## src/rtl/dreq_pkg.sv

```systemverilog
package dreq_pkg;
    typedef enum logic [1:0] {
        ST_IDLE  = 2'd0,
        ST_ARM   = 2'd1,
        ST_PEND  = 2'd2,
        ST_BLOCK = 2'd3
    } sense_state_t;
endpackage

```

## src/rtl/dreq_sync.sv

```systemverilog
module dreq_sync #(
    parameter int STAGES = 2
) (
    input  logic clk,
    input  logic rst_n,
    input  logic din,
    output logic dout
);
    localparam int LAST = STAGES - 1;

    logic [LAST:0] chain_q;

    generate
        if (STAGES == 1) begin : g_one
            always_ff @(posedge clk or negedge rst_n) begin
                if (!rst_n) chain_q <= '1;
                else        chain_q <= din;
            end
        end else begin : g_many
            always_ff @(posedge clk or negedge rst_n) begin
                if (!rst_n) chain_q <= '1;
                else        chain_q <= {chain_q[LAST-1:0], din};
            end
        end
    endgenerate

    assign dout = chain_q[LAST];
endmodule

```

## src/rtl/dreq_fsm.sv

```systemverilog
module dreq_fsm
    import dreq_pkg::*;
(
    input  logic         clk,
    input  logic         rst_n,
    input  logic         pin_low,
    input  logic         chan_en,
    input  logic         edge_mode,
    input  logic         xfer_ack,
    output logic         xfer_req,
    output sense_state_t state
);
    sense_state_t state_q, state_d;

    // next-state logic
    always_comb begin
        state_d = state_q;
        if (!chan_en) begin
            state_d = ST_IDLE;                       // disable
        end else begin
            unique case (state_q)
                ST_IDLE:  state_d = ST_ARM;          // enable
                ST_ARM:   if (pin_low) state_d = ST_PEND;   // sense_low
                ST_PEND:  if (xfer_ack)
                              state_d = edge_mode ? ST_BLOCK : ST_ARM; // accept
                ST_BLOCK: if (!pin_low) state_d = ST_ARM;   // sense_high
            endcase
        end
    end

    // state register
    always_ff @(posedge clk or negedge rst_n) begin
        if (!rst_n) state_q <= ST_IDLE;
        else        state_q <= state_d;
    end

    // outputs
    always_comb begin
        xfer_req = 1'b0;
        unique case (state_q)
            ST_PEND: xfer_req = 1'b1;
            ST_IDLE, ST_ARM, ST_BLOCK: xfer_req = 1'b0;
        endcase
    end

    assign state = state_q;
endmodule

```

## src/rtl/dreq_sense.sv

```systemverilog
module dreq_sense
    import dreq_pkg::*;
#(
    parameter int SYNC_STAGES = 2
) (
    input  logic clk,
    input  logic rst_n,
    input  logic pin_n,
    input  logic chan_en,
    input  logic edge_mode,
    input  logic xfer_ack,
    output logic xfer_req
);
    logic         pin_sync;
    sense_state_t state_w;

    dreq_sync #(.STAGES(SYNC_STAGES)) u_sync (
        .clk   (clk),
        .rst_n (rst_n),
        .din   (pin_n),
        .dout  (pin_sync)
    );

    dreq_fsm u_fsm (
        .clk       (clk),
        .rst_n     (rst_n),
        .pin_low   (~pin_sync),
        .chan_en   (chan_en),
        .edge_mode (edge_mode),
        .xfer_ack  (xfer_ack),
        .xfer_req  (xfer_req),
        .state     (state_w)
    );
endmodule

```

## config.mk

```make
export PLATFORM = sky130hd
export DESIGN_NAME = dreq_sense
export DESIGN_NICKNAME = d
export VERILOG_FILES = /design/src/rtl/dreq_pkg.sv /design/src/rtl/dreq_sync.sv /design/src/rtl/dreq_fsm.sv /design/src/rtl/dreq_sense.sv
export SDC_FILE = /design/constraint.sdc
export NUM_CORES = 1
export LEC_CHECK = 0
export ABC_AREA = 1
export CORE_AREA = 2 2 39 41
export CTS_BUF_LIST = sky130_fd_sc_hd__clkbuf_4 sky130_fd_sc_hd__clkbuf_8
export DETAILED_ROUTE_END_ITERATION = 8
export DIE_AREA = 0 0 41 43
export DONT_BUFFER_PORTS = 1
export PLACE_DENSITY = 0.33
export SKIP_CTS_REPAIR_TIMING = 1
export SLEW_MARGIN = 20
export SYNTH_ARGS = -nofsm -noshare
export SYNTH_HDL_FRONTEND = slang
export SYNTH_SLANG_ARGS = --single-unit
```

## constraint.sdc

```tcl
create_clock -name clk -period 2.65 [get_ports clk]
set_clock_uncertainty 0.1 [all_clocks]
set_input_delay 0.1325 -clock clk [delete_from_list [all_inputs] [get_ports clk]]
set_output_delay 0.1325 -clock clk [all_outputs]
set_load 0.01 [all_outputs]
```

---- After elaboration in Yosys (flattened, before gate mapping) ----
Index checks and enable logic that the tools add are counted.
word-level totals
  register bits ........................... 4
  memory bits (read-only) ................. 0
  bits in latches ......................... 0
  logic and storage cells ................. 18
  RAM bits ................................ 0
  memories kept ........................... 0
cells by class
  add/subtract/negate cells ............... 0
  reduce and logical (&&, ||, !) cells .... 3
  multiplexer cells ....................... 7
  div/mod/pow operators ................... 0
  shifts and indexed selects .............. 0
  magnitude comparators ................... 0
  bitwise operators ....................... 0
  multiply operators ...................... 0
  equality and inequality tests ........... 6
operator list
  cell                count
  $mux 2              5
  $ne 3x3->1 const B  3
  $pmux 2 s4          1
  $eq 2x2->1 const B  2
  $reduce_and 3->1    1
  $reduce_or 3->1     1
  $eq 2x1->1 const B  1
  $logic_not 2->1     1
  $pmux 1 s2          1

---- Depth between registers and ports, before layout ----
Gate-level depths: netlist of the first run.
  word-level depth ........................ 4
  mapped depth ............................ 8
  gate-level depth less buffers ........... 8

---- By module ----
Synthesis of the first run repeated with hierarchy kept, for this count alone.
unflattened totals
  cells, all modules ...................... 36
  area total of the unflattened synthesis .. 276.5 um^2
by module, submodules not included
  module      times used  cells an instance  area an instance (um^2)
  dreq_fsm    1           33                 220.2
  dreq_sync   1           2                  52.6
  dreq_sense  1           1                  3.8

---- Worst setup path after synthesis of the first run ----
No wires, ideal clock.
  kind .................................... register to register
  start ................................... reg u_fsm.state_q[0], in the netlist u_fsm.state[0]
  end ..................................... reg u_fsm.state_q[1], in the netlist u_fsm.state[1]
  required time ........................... 2433 ps
  cell stages (with the launch flop) ...... 8
  arrival ................................. 1008 ps
  path slack .............................. 1425 ps
  cells stage by stage .................... dfrtp_1 -> inv_1 -> ha_1 -> nand2_1 -> nand3_1 -> nand2_1 -> nand2_1 -> nand2_1
between the ends
  longest elaborated chain between the ends .. 3
  elaborated cells on any way between the ends .. 10
  classes of those cells .................. eq/ne (6); mux (2); reduce/logical (2)
ends and longest elaborated chain
  what                                        line            RTL
  start: declaration                          dreq_fsm.sv:13  sense_state_t state_q, state_d;
  start signal: assignment                    dreq_fsm.sv:34  else state_q <= state_d;
  $eq 2x2->1, or another cell as far along    dreq_fsm.sv:21  unique case (state_q)
  $pmux 2 s4 or $ne 3x3->1 (tied branches)    n/a
  $mux 2 or $reduce_and 3->1 (tied branches)  n/a
Several ways; a longest one is shown, not always the timed one.
A chain may end at the register's enable or synchronous reset.

---- Worst setup path in the final report of the first run ----
Same ends and word-level chain as after synthesis.

==> impl_results.md, run 1 <==
* Status: finished, final reports clean
* CTS max path bufs at 2
* I/O Buffers at 0
* First-pass GRT wire length at 828 microns
* Highest Clock Rate at 718 MHz
* CTS tree: yes
* Total CTS buffers at 3
* Synth warnings at 0
* Area share of the largest cell type after synthesis at 0.200
* Worst setup startpoint: u_fsm.state[0]
* P_leak at 0.176 nW
* All-layer global routing usage at 0.0716
* Critical path type: reg2reg
* Setup TNS at 0 ps
* Sequential area share after synthesis at 0.390
* Final worst slack at 1260 ps
* Hold_sp: chan_en
* Post-placement cell count at 50
* Most common cell in the netlist: nand2_1
* Number of nets in the layout at 52
* Final wirelength at 505 microns
* Antenna Violating Nets Remaining at 0
* Ys async rst share at 1.00
* Area grow syn2layout at 30.5%
* WHS at 27.4 ps
* Die Ht at 43 microns
* Worst EP arrival at 1420 ps
* Hold Violations, Final at 0
* Max-cap viol count at 0
* Initial antenna violation count at 0
* Vias per cell at 3.88
* RR Endpoint: u_fsm.state[1]
* CTS Root Cell: clkbuf_4
* Worst-Skew Late Latency at 240 ps
* Fraction of layout instances using a drive strength above 1 at 0.195
* Worst R2R Start: u_fsm.state[0]
* Iteration-0 DRC Markers at 0
* DP Wirelength at 392 microns
* Worst hold-check path type: in2reg
* Vias in the first global route at 213
* Slew @ Worst Pin at 237 ps
* GP Congestion at 0.626
* Syn_nets at 44
* Maximum vdd ir drop at 0.219 mV
* CTS H-tree lvls at 1
* Top post-synthesis cells by count: nand2_1 (10), inv_1 (6), nand3_1 (6)
* Final setup vio count at 0
* Die W at 41 microns
* Core area at 1380 sq um
* Power Total at 0.210 mW
* Std cell rows at 14
* Main synth FF type: dfstp_2
* Setup WS pre-CTS at 1230 ps
* Synth Area per Inst at 7.73 sq um
* Post-synth EDFFs at 0
* Hold path cells at 3
* Final Util at 0.248
* Post-place instance area at 283 sq um
* Cells after Synth at 34
* CP Capture Type: register
* Antenna cell count at 0
* DR WL/cell at 8.86 microns
* Required time of the critical path at 2670 ps
* Design area at 343 sq um
* Clock slew at reported path FFs at 40 ps
* Largest net degree at the start of global routing at 8
* Die area at 1760 sq um
* Clock sinks at 4
* Fin crit period at 1390 ps
* Max-slew violations at 0
* Reg2Reg Depth at 7
* Post-route insts no fill at 57
* PwrDens at 613 nW/um^2
* Ports at 7
* Relative slew slack at 0.842
* Tcrit/Tclk final at 0.525
* Netlist cell types at 10
* FF-to-FF setup slack at 1260 ps
* Remaining global-route overflow at 0
* End of the worst hold path: u_fsm.state[0]
* Initial Util at 0.190
* #FFs+latches synth at 4
* Router iterations before antenna repair at 1
* Yosys top cell by area: dfstp_2
* Max FO, Critical Path at 5
* RSZ-0062 raised after global routing: false
* Remaining DRCs at 0
* Post-Syn Area at 263 sq um
* Via count at 221
* Fillers at 166
* Startpoint Class: register
* Synth top area cells: dfstp_2 (20%), dfrtp_1 (19%), ha_1 (19%), nand2_1 (14%), nand3_1 (11%)
[final cells by class]
cell class	instances	area (sq um)	area share
multi-input combinational	23	134	0.391
sequential	4	103	0.299
clock buffer	4	30.0	0.0876
timing repair buffer	3	30.0	0.0876
inverter	7	26.3	0.0766
tap	16	20.0	0.0584
[cell families after synthesis]
family / Yosys count / synth area share
simple gates: 19 / 0.319
buf+inv: 7 / 0.100
fa+ha+maj: 4 / 0.190
flops: 4 / 0.390
[worst max path at each step]
stage | to | slack [ps] | cells after the start
detailed placement | u_fsm.state[1] | 1230 | 7
finish | u_fsm.state[1] | 1260 | 7
CTS | u_fsm.state[1] | 1230 | 7
global route | u_fsm.state[1] | 1120 | 7
floorplan | u_fsm.state[1] | 1430 | 7
global placement | u_fsm.state[1] | 1280 | 7
[critical path, cell delays in order (launching register included)]
cell and delay, ps:
dfrtp_1 420, inv_1 80, ha_1 280, nand2_1 80, nand3_1 140, nand2_1 70, nand2_1 60, nand2_1 50
[per-layer routing]
| metal | GRT usage | part of all wire | wire length [microns] |
|---|---|---|---|
| met2 | 0.100 | 0.51 | 260 |
| met3 | 0.0209 | 0.077 | 39 |
| met1 | 0.0847 | 0.40 | 204 |
| met5 | 0 | 0 | 0 |
| met4 | 0.0600 | 0 | 0 |
[sequential cells by signal, summed over array words and instances (netlist names)]
| register | count |
|---|---|
| u_sync.chain_q | 2 |
| u_fsm.state | 2 |
[cell usage in the layout, fill, tap and decap left out, drive strengths merged]
cell type,Yosys,layout
ha,4,4
dlygate4sd3,0,3
nor2,2,2
nand3,6,6
nand2,10,10
inv,7,7
dfrtp,2,2
clkbuf,0,4
nand4,1,1
dfstp,2,2
[report_power, final]
part           internal (mW)  switching [mW]
registers             0.0688         0.00649
logic                 0.0184          0.0242
clock network         0.0667          0.0254
total                  0.154          0.0560
No activity file was read; power rests on OpenSTA's default activity.
==> run 2: changes to the inputs <==
--- a/config.mk
+++ b/config.mk
@@ -11,7 +11,7 @@
 export DETAILED_ROUTE_END_ITERATION = 8
 export DIE_AREA = 0 0 41 43
 export DONT_BUFFER_PORTS = 1
-export PLACE_DENSITY = 0.33
+export PLACE_DENSITY = 0.34
 export SKIP_CTS_REPAIR_TIMING = 1
 export SLEW_MARGIN = 20
 export SYNTH_ARGS = -nofsm -noshare
==> constraint.sdc (replaced) <==
create_clock -name clk -period 1.2 [get_ports clk]
set_clock_uncertainty 0.1 [all_clocks]
set_input_delay 0.06 -clock clk [delete_from_list [all_inputs] [get_ports clk]]
set_output_delay 0.06 -clock clk [all_outputs]
set_load 0.01 [all_outputs]
==> run 2 against run 1 <==
  * The flow now finishes with violations (hold timing, setup timing)
  * Maximum frequency grew 15%
  * Register-to-register slack worse by 1300 ps
  * Count of clock-buffer cells in the layout shrank 1
  * Design area increased by 25%
  * First-iteration DRC count up 3
  * Die area stayed put
  * Clock power grew 79%
  * Critical endpoint unchanged
==> impl_results.md, run 2 (synthesis gave the netlist of run 1 again) <==
* Status: finished with violations
* Failing checks: hold timing, setup timing
* Logic pwr share at 0.314
* Maximum vdd ir drop at 0.487 mV
* Critical path type: reg2reg
* Relative slew slack at 0.876
* GP Congestion at 0.663
* CTS max path bufs at 2
* Final Util at 0.310
* Die area at 1760 sq um
* Commonest cells after routing, fill and taps aside: nand2_1 (7), inv_1 (4), nand3_1 (4)
* Tcrit/Tclk final at 1.01
* Required time of the critical path at 1220 ps
* Net switching power at 0.151 mW
* CTS tree: yes
* FF-to-FF setup slack at -9 ps
* Antenna cell count at 0
* Worst-Skew Late Latency at 230 ps
* Ports at 7
* Clock sinks at 4
* CTS Root Cell: clkbuf_4
* Die W at 41 microns
* P_leak at 0.193 nW
* Fraction of layout instances using a drive strength above 1 at 0.535
* I/O Buffers at 0
* Worst EP arrival at 1230 ps
* DR WL/cell at 9.42 microns
* Fillers at 160
* Hold Violations, Final at 2
* CP max stage delay at 440 ps
* Internal power at 0.348 mW
* Die Ht at 43 microns
* Highest Clock Rate at 827 MHz
* Initial Util at 0.190
* Largest net degree at the start of global routing at 8
* Most common cell after layout, fill and taps aside: nand2_1
* Setup WS pre-CTS at -57.5 ps
* Critical Path Sink: u_fsm.state[1]
* Final setup vio count at 1
* Slew @ Worst Pin at 185 ps
* Core area at 1380 sq um
* Router iterations before antenna repair at 4
* Number of nets in the layout at 55
* Final wirelength at 556 microns
* Post-placement cell count at 52
* Startpoint Class: register
* Clock slew at reported path FFs at 40 ps
* Sw frac at 0.303
* DP Wirelength at 392 microns
* Post-route insts no fill at 59
* Remaining DRCs at 0
* Slowest CP cell: dfrtp_2
* RSZ-0062 raised after global routing: true
* Total CTS buffers at 3
* Max-slew violations at 0
* CTS H-tree lvls at 1
* Initial antenna violation count at 0
* Worst setup startpoint: u_fsm.state[1]
* Worst hold-check path type: in2reg
* Std cell rows at 14
* Via count at 244
* Worst R2R Start: u_fsm.state[1]
* Reg2Reg Depth at 7
* Reg power frac at 0.355
* Clock network power share at 0.330
* Iteration-0 DRC Markers at 3
* RR Endpoint: u_fsm.state[1]
* Antenna Violating Nets Remaining at 0
* Cell mode on critical path: nand2_1
* All-layer global routing usage at 0.0675
* Vias in the first global route at 196
* Final worst slack at -8.52 ps
* WHS at -139 ps
* Fin crit period at 1210 ps
* Max-cap viol count at 0
* Setup TNS at -8.52 ps
* Max FO, Critical Path at 4
* PwrDens at 1160 nW/um^2
* Remaining global-route overflow at 0
* Vias per cell at 4.14
* Cell Chain, Critical Path: inv_2 > ha_4 > nand2_2 > nand3_4 > nand2_1 > nand2_1 > nand2_1
* CP Capture Type: register
* Area grow syn2layout at 63.3%
* First-pass GRT wire length at 717 microns
run 2: changes by cell type in the layout (fill, tap and decap cells not counted), moves of 2 or more:
cell | before | now
buf_4 | 0 | 2
dfrtp_1 | 2 | 0
dfrtp_2 | 0 | 2
ha_1 | 4 | 0
ha_4 | 0 | 3
inv_1 | 6 | 4
inv_2 | 1 | 3
nand2_1 | 10 | 7
nand2_2 | 0 | 3
nand3_1 | 6 | 4
run 2: metrics by stage:
| step | total power [mW] | instance area, sq um |
|---|---|---|
| finish | 0.499 | 429 |
| global route | 0.543 | 429 |
| CTS | 0.437 | 323 |
| detailed placement | 0.262 | 300 |
| global placement | 0.263 | 300 |
| floorplan | 0.235 | 265 |
run 2: final cells by class:
type,count,area [sq um],share of cell area
sequential,4,105,0.245
clock buffer,3,22.5,0.0525
inverter,7,26.3,0.0612
multi-input combinational,23,199,0.464
tap,16,20.0,0.0466
timing repair buffer,6,56.3,0.131
run 2: worst max-delay path: cells and delay by family, from the launching register on:
kind / cells / cell delay [ps]
and+or+nand+nor: 5 / 310
DFF: 1 / 440
adders and majority gates: 1 / 140
buffers and inverters: 1 / 100
run 2: power groups by stage:
stage | Combinational (mW) | Sequential (mW) | Clock [mW]
6_report | 0.157 | 0.177 | 0.165
5_1_grt | 0.175 | 0.181 | 0.187
2_1_floorplan | 0.0699 | 0.165 | 0
3_5_place_dp | 0.0936 | 0.169 | 0
4_1_cts | 0.0939 | 0.167 | 0.176
3_3_place_gp | 0.0955 | 0.168 | 0
run 2: how the worst min path moves through the flow:
stage	from	end	depth (start not counted)
5_1_grt	chan_en	u_fsm.state[0]	2
6_report	chan_en	u_fsm.state[0]	2
2_1_floorplan	rst_n	u_fsm.state[0]	0
4_1_cts	rst_n	u_fsm.state[1]	0
3_3_place_gp	rst_n	u_fsm.state[0]	0
3_5_place_dp	rst_n	u_fsm.state[1]	0
run 2: metal layers:
layer	global-route usage	share of wire	up-vias
li1	-	-	122
met1	0.0651	0.38	115
met2	0.0875	0.54	7
met3	0.0366	0.076	0
met4	0.0800	0	0
met5	0	0	-
==> run 3: changes to the inputs <==
==> constraint.sdc (replaced) <==
create_clock -name clk -period 1.2 [get_ports clk]
set_clock_uncertainty 0.1 [all_clocks]
set_input_delay 0.06 -clock clk [delete_from_list [all_inputs] [get_ports clk]]
set_output_delay 0.06 -clock clk [all_outputs]
set_load 0.05 [all_outputs]
==> run 3 against run 2 <==
  * The run still ends with hold timing, setup timing left
  * Count of clock-buffer cells in the layout grew 1
  * Worst setup slack lost 29 ps
  * Die area is the same
  * Cell count shrank 1.7%
  * Combinational power shrank 18%
  * Core utilization shrank 2.6 points
  * Power grew 2.8%
  * Maximum frequency shrank 2.3%
  * Worst hold slack gained 14 ps
  * Via count shrank 7.8%
  * Critical path type is now reg2out
==> impl_results.md, run 3 (synthesis gave the netlist of run 1 again) <==
* Status: finished with violations
* Failing checks: hold timing, setup timing
* Worst setup startpoint: u_fsm.state[0]
* Hold Violations, Final at 2
* Tcrit/Tclk final at 1.03
* Largest net degree at the start of global routing at 8
* CTS max path bufs at 2
* Setup TNS at -39.1 ps
* Most common cell after layout, fill and taps aside: nand2_1
* All-layer global routing usage at 0.0665
* Router iterations before antenna repair at 2
* Fin crit period at 1240 ps
* Max-slew violations at 0
* RR Endpoint: u_fsm.state[1]
* Worst-Skew Late Latency at 240 ps
* Vias in the first global route at 206
* CTS H-tree lvls at 1
* Commonest cells after routing, fill and taps aside: nand2_1 (9), nand3_1 (5), inv_1 (4), clkbuf_4 (4)
* Die W at 41 microns
* Number of nets in the layout at 53
* GP Congestion at 0.617
* WHS at -124 ps
* Critical Path Sink: xfer_req
* Clock slew at reported path FFs at 40 ps
* Max FO, Critical Path at 5
* Relative slew slack at 0.887
* Final wirelength at 469 microns
* Remaining DRCs at 0
* RSZ-0062 raised after global routing: true
* Total CTS buffers at 3
* Worst EP arrival at 1080 ps
* Clock sinks at 4
* Final setup vio count at 2
* Std cell rows at 14
* Fillers at 143
* Ports at 7
* CP Capture Type: primary output
* Worst R2R Start: u_fsm.state[0]
* Remaining global-route overflow at 0
* Initial Util at 0.190
* CTS Root Cell: clkbuf_4
* Final worst slack at -37.4 ps
* Fraction of layout instances using a drive strength above 1 at 0.405
* Antenna Violating Nets Remaining at 0
* Startpoint Class: register
* Hold path cells at 2
* Max-cap viol count at 0
* Die Ht at 43 microns
* FF-to-FF setup slack at 0 ps
* Area grow syn2layout at 49.5%
* PwrDens at 1300 nW/um^2
* Iteration-0 DRC Markers at 1
* I/O Buffers at 0
* Maximum vdd ir drop at 0.457 mV
* DP Wirelength at 381 microns
* CTS tree: yes
* First-pass GRT wire length at 710 microns
* Vias per cell at 3.88
* DR WL/cell at 8.09 microns
* Initial antenna violation count at 0
* Reg2Reg Depth at 8
* Core area at 1380 sq um
* P_leak at 0.187 nW
* Via count at 225
* Power Total at 0.513 mW
* Critical path type: reg2out
* Worst hold-check path type: in2reg
* Antenna cell count at 0
* Slew @ Worst Pin at 168 ps
* Die area at 1760 sq um
* Highest Clock Rate at 808 MHz
* Required time of the critical path at 1040 ps
run 3: cell count changes in the layout (fill, tap and decap cells not counted), moves of 2 or more:
cell	previous run	this run
ha_1	0	2
buf_4	2	0
nand2_2	3	1
nand2_1	7	9
run 3: worst min-delay path by stage:
stage,end,start
2_1_floorplan,u_fsm.state[0],rst_n
3_3_place_gp,u_fsm.state[1],rst_n
3_5_place_dp,u_fsm.state[1],rst_n
4_1_cts,u_fsm.state[1],rst_n
5_1_grt,u_fsm.state[0],chan_en
6_report,u_fsm.state[1],chan_en
run 3: through the flow:
stage	std cells	instance area, sq um	setup WS [ps]	utilization
final	58	393	-37.4	0.284
after global routing	58	393	-91.7	0.284
after CTS	55	340	-89.7	0.246
after detailed placement	51	310	-74.2	0.224
after global placement	51	310	-60.6	0.224
after floorplan	34	283	-14.2	-
run 3: metal layers:
metal / share of wire / routed length (microns) / up-vias / global-route usage
met5: 0 / 0 / - / 0
met4: 0.034 / 16 / 0 / 0.0800
met2: 0.52 / 242 / 8 / 0.100
met1: 0.39 / 184 / 96 / 0.0586
li1: - / - / 119 / -
met3: 0.058 / 27 / 2 / 0.0209
run 3: power by group:
group,internal [mW],switching [mW]
Clock,0.148,0.0596
Sequential,0.154,0.0218
Combinational,0.0619,0.0676
Total,0.363,0.149
run 3: layout make-up:
type	count	area, sq um	share of cell area
sequential	4	105	0.268
timing repair buffer	4	45.0	0.115
multi-input combinational	23	166	0.424
tap	16	20.0	0.0510
clock buffer	4	30.0	0.0764
inverter	7	26.3	0.0669
run 3: critical path: stages (launching register included):
cell and delay [ps]:
dfrtp_2 450, inv_2 80, ha_4 160, buf_8 150
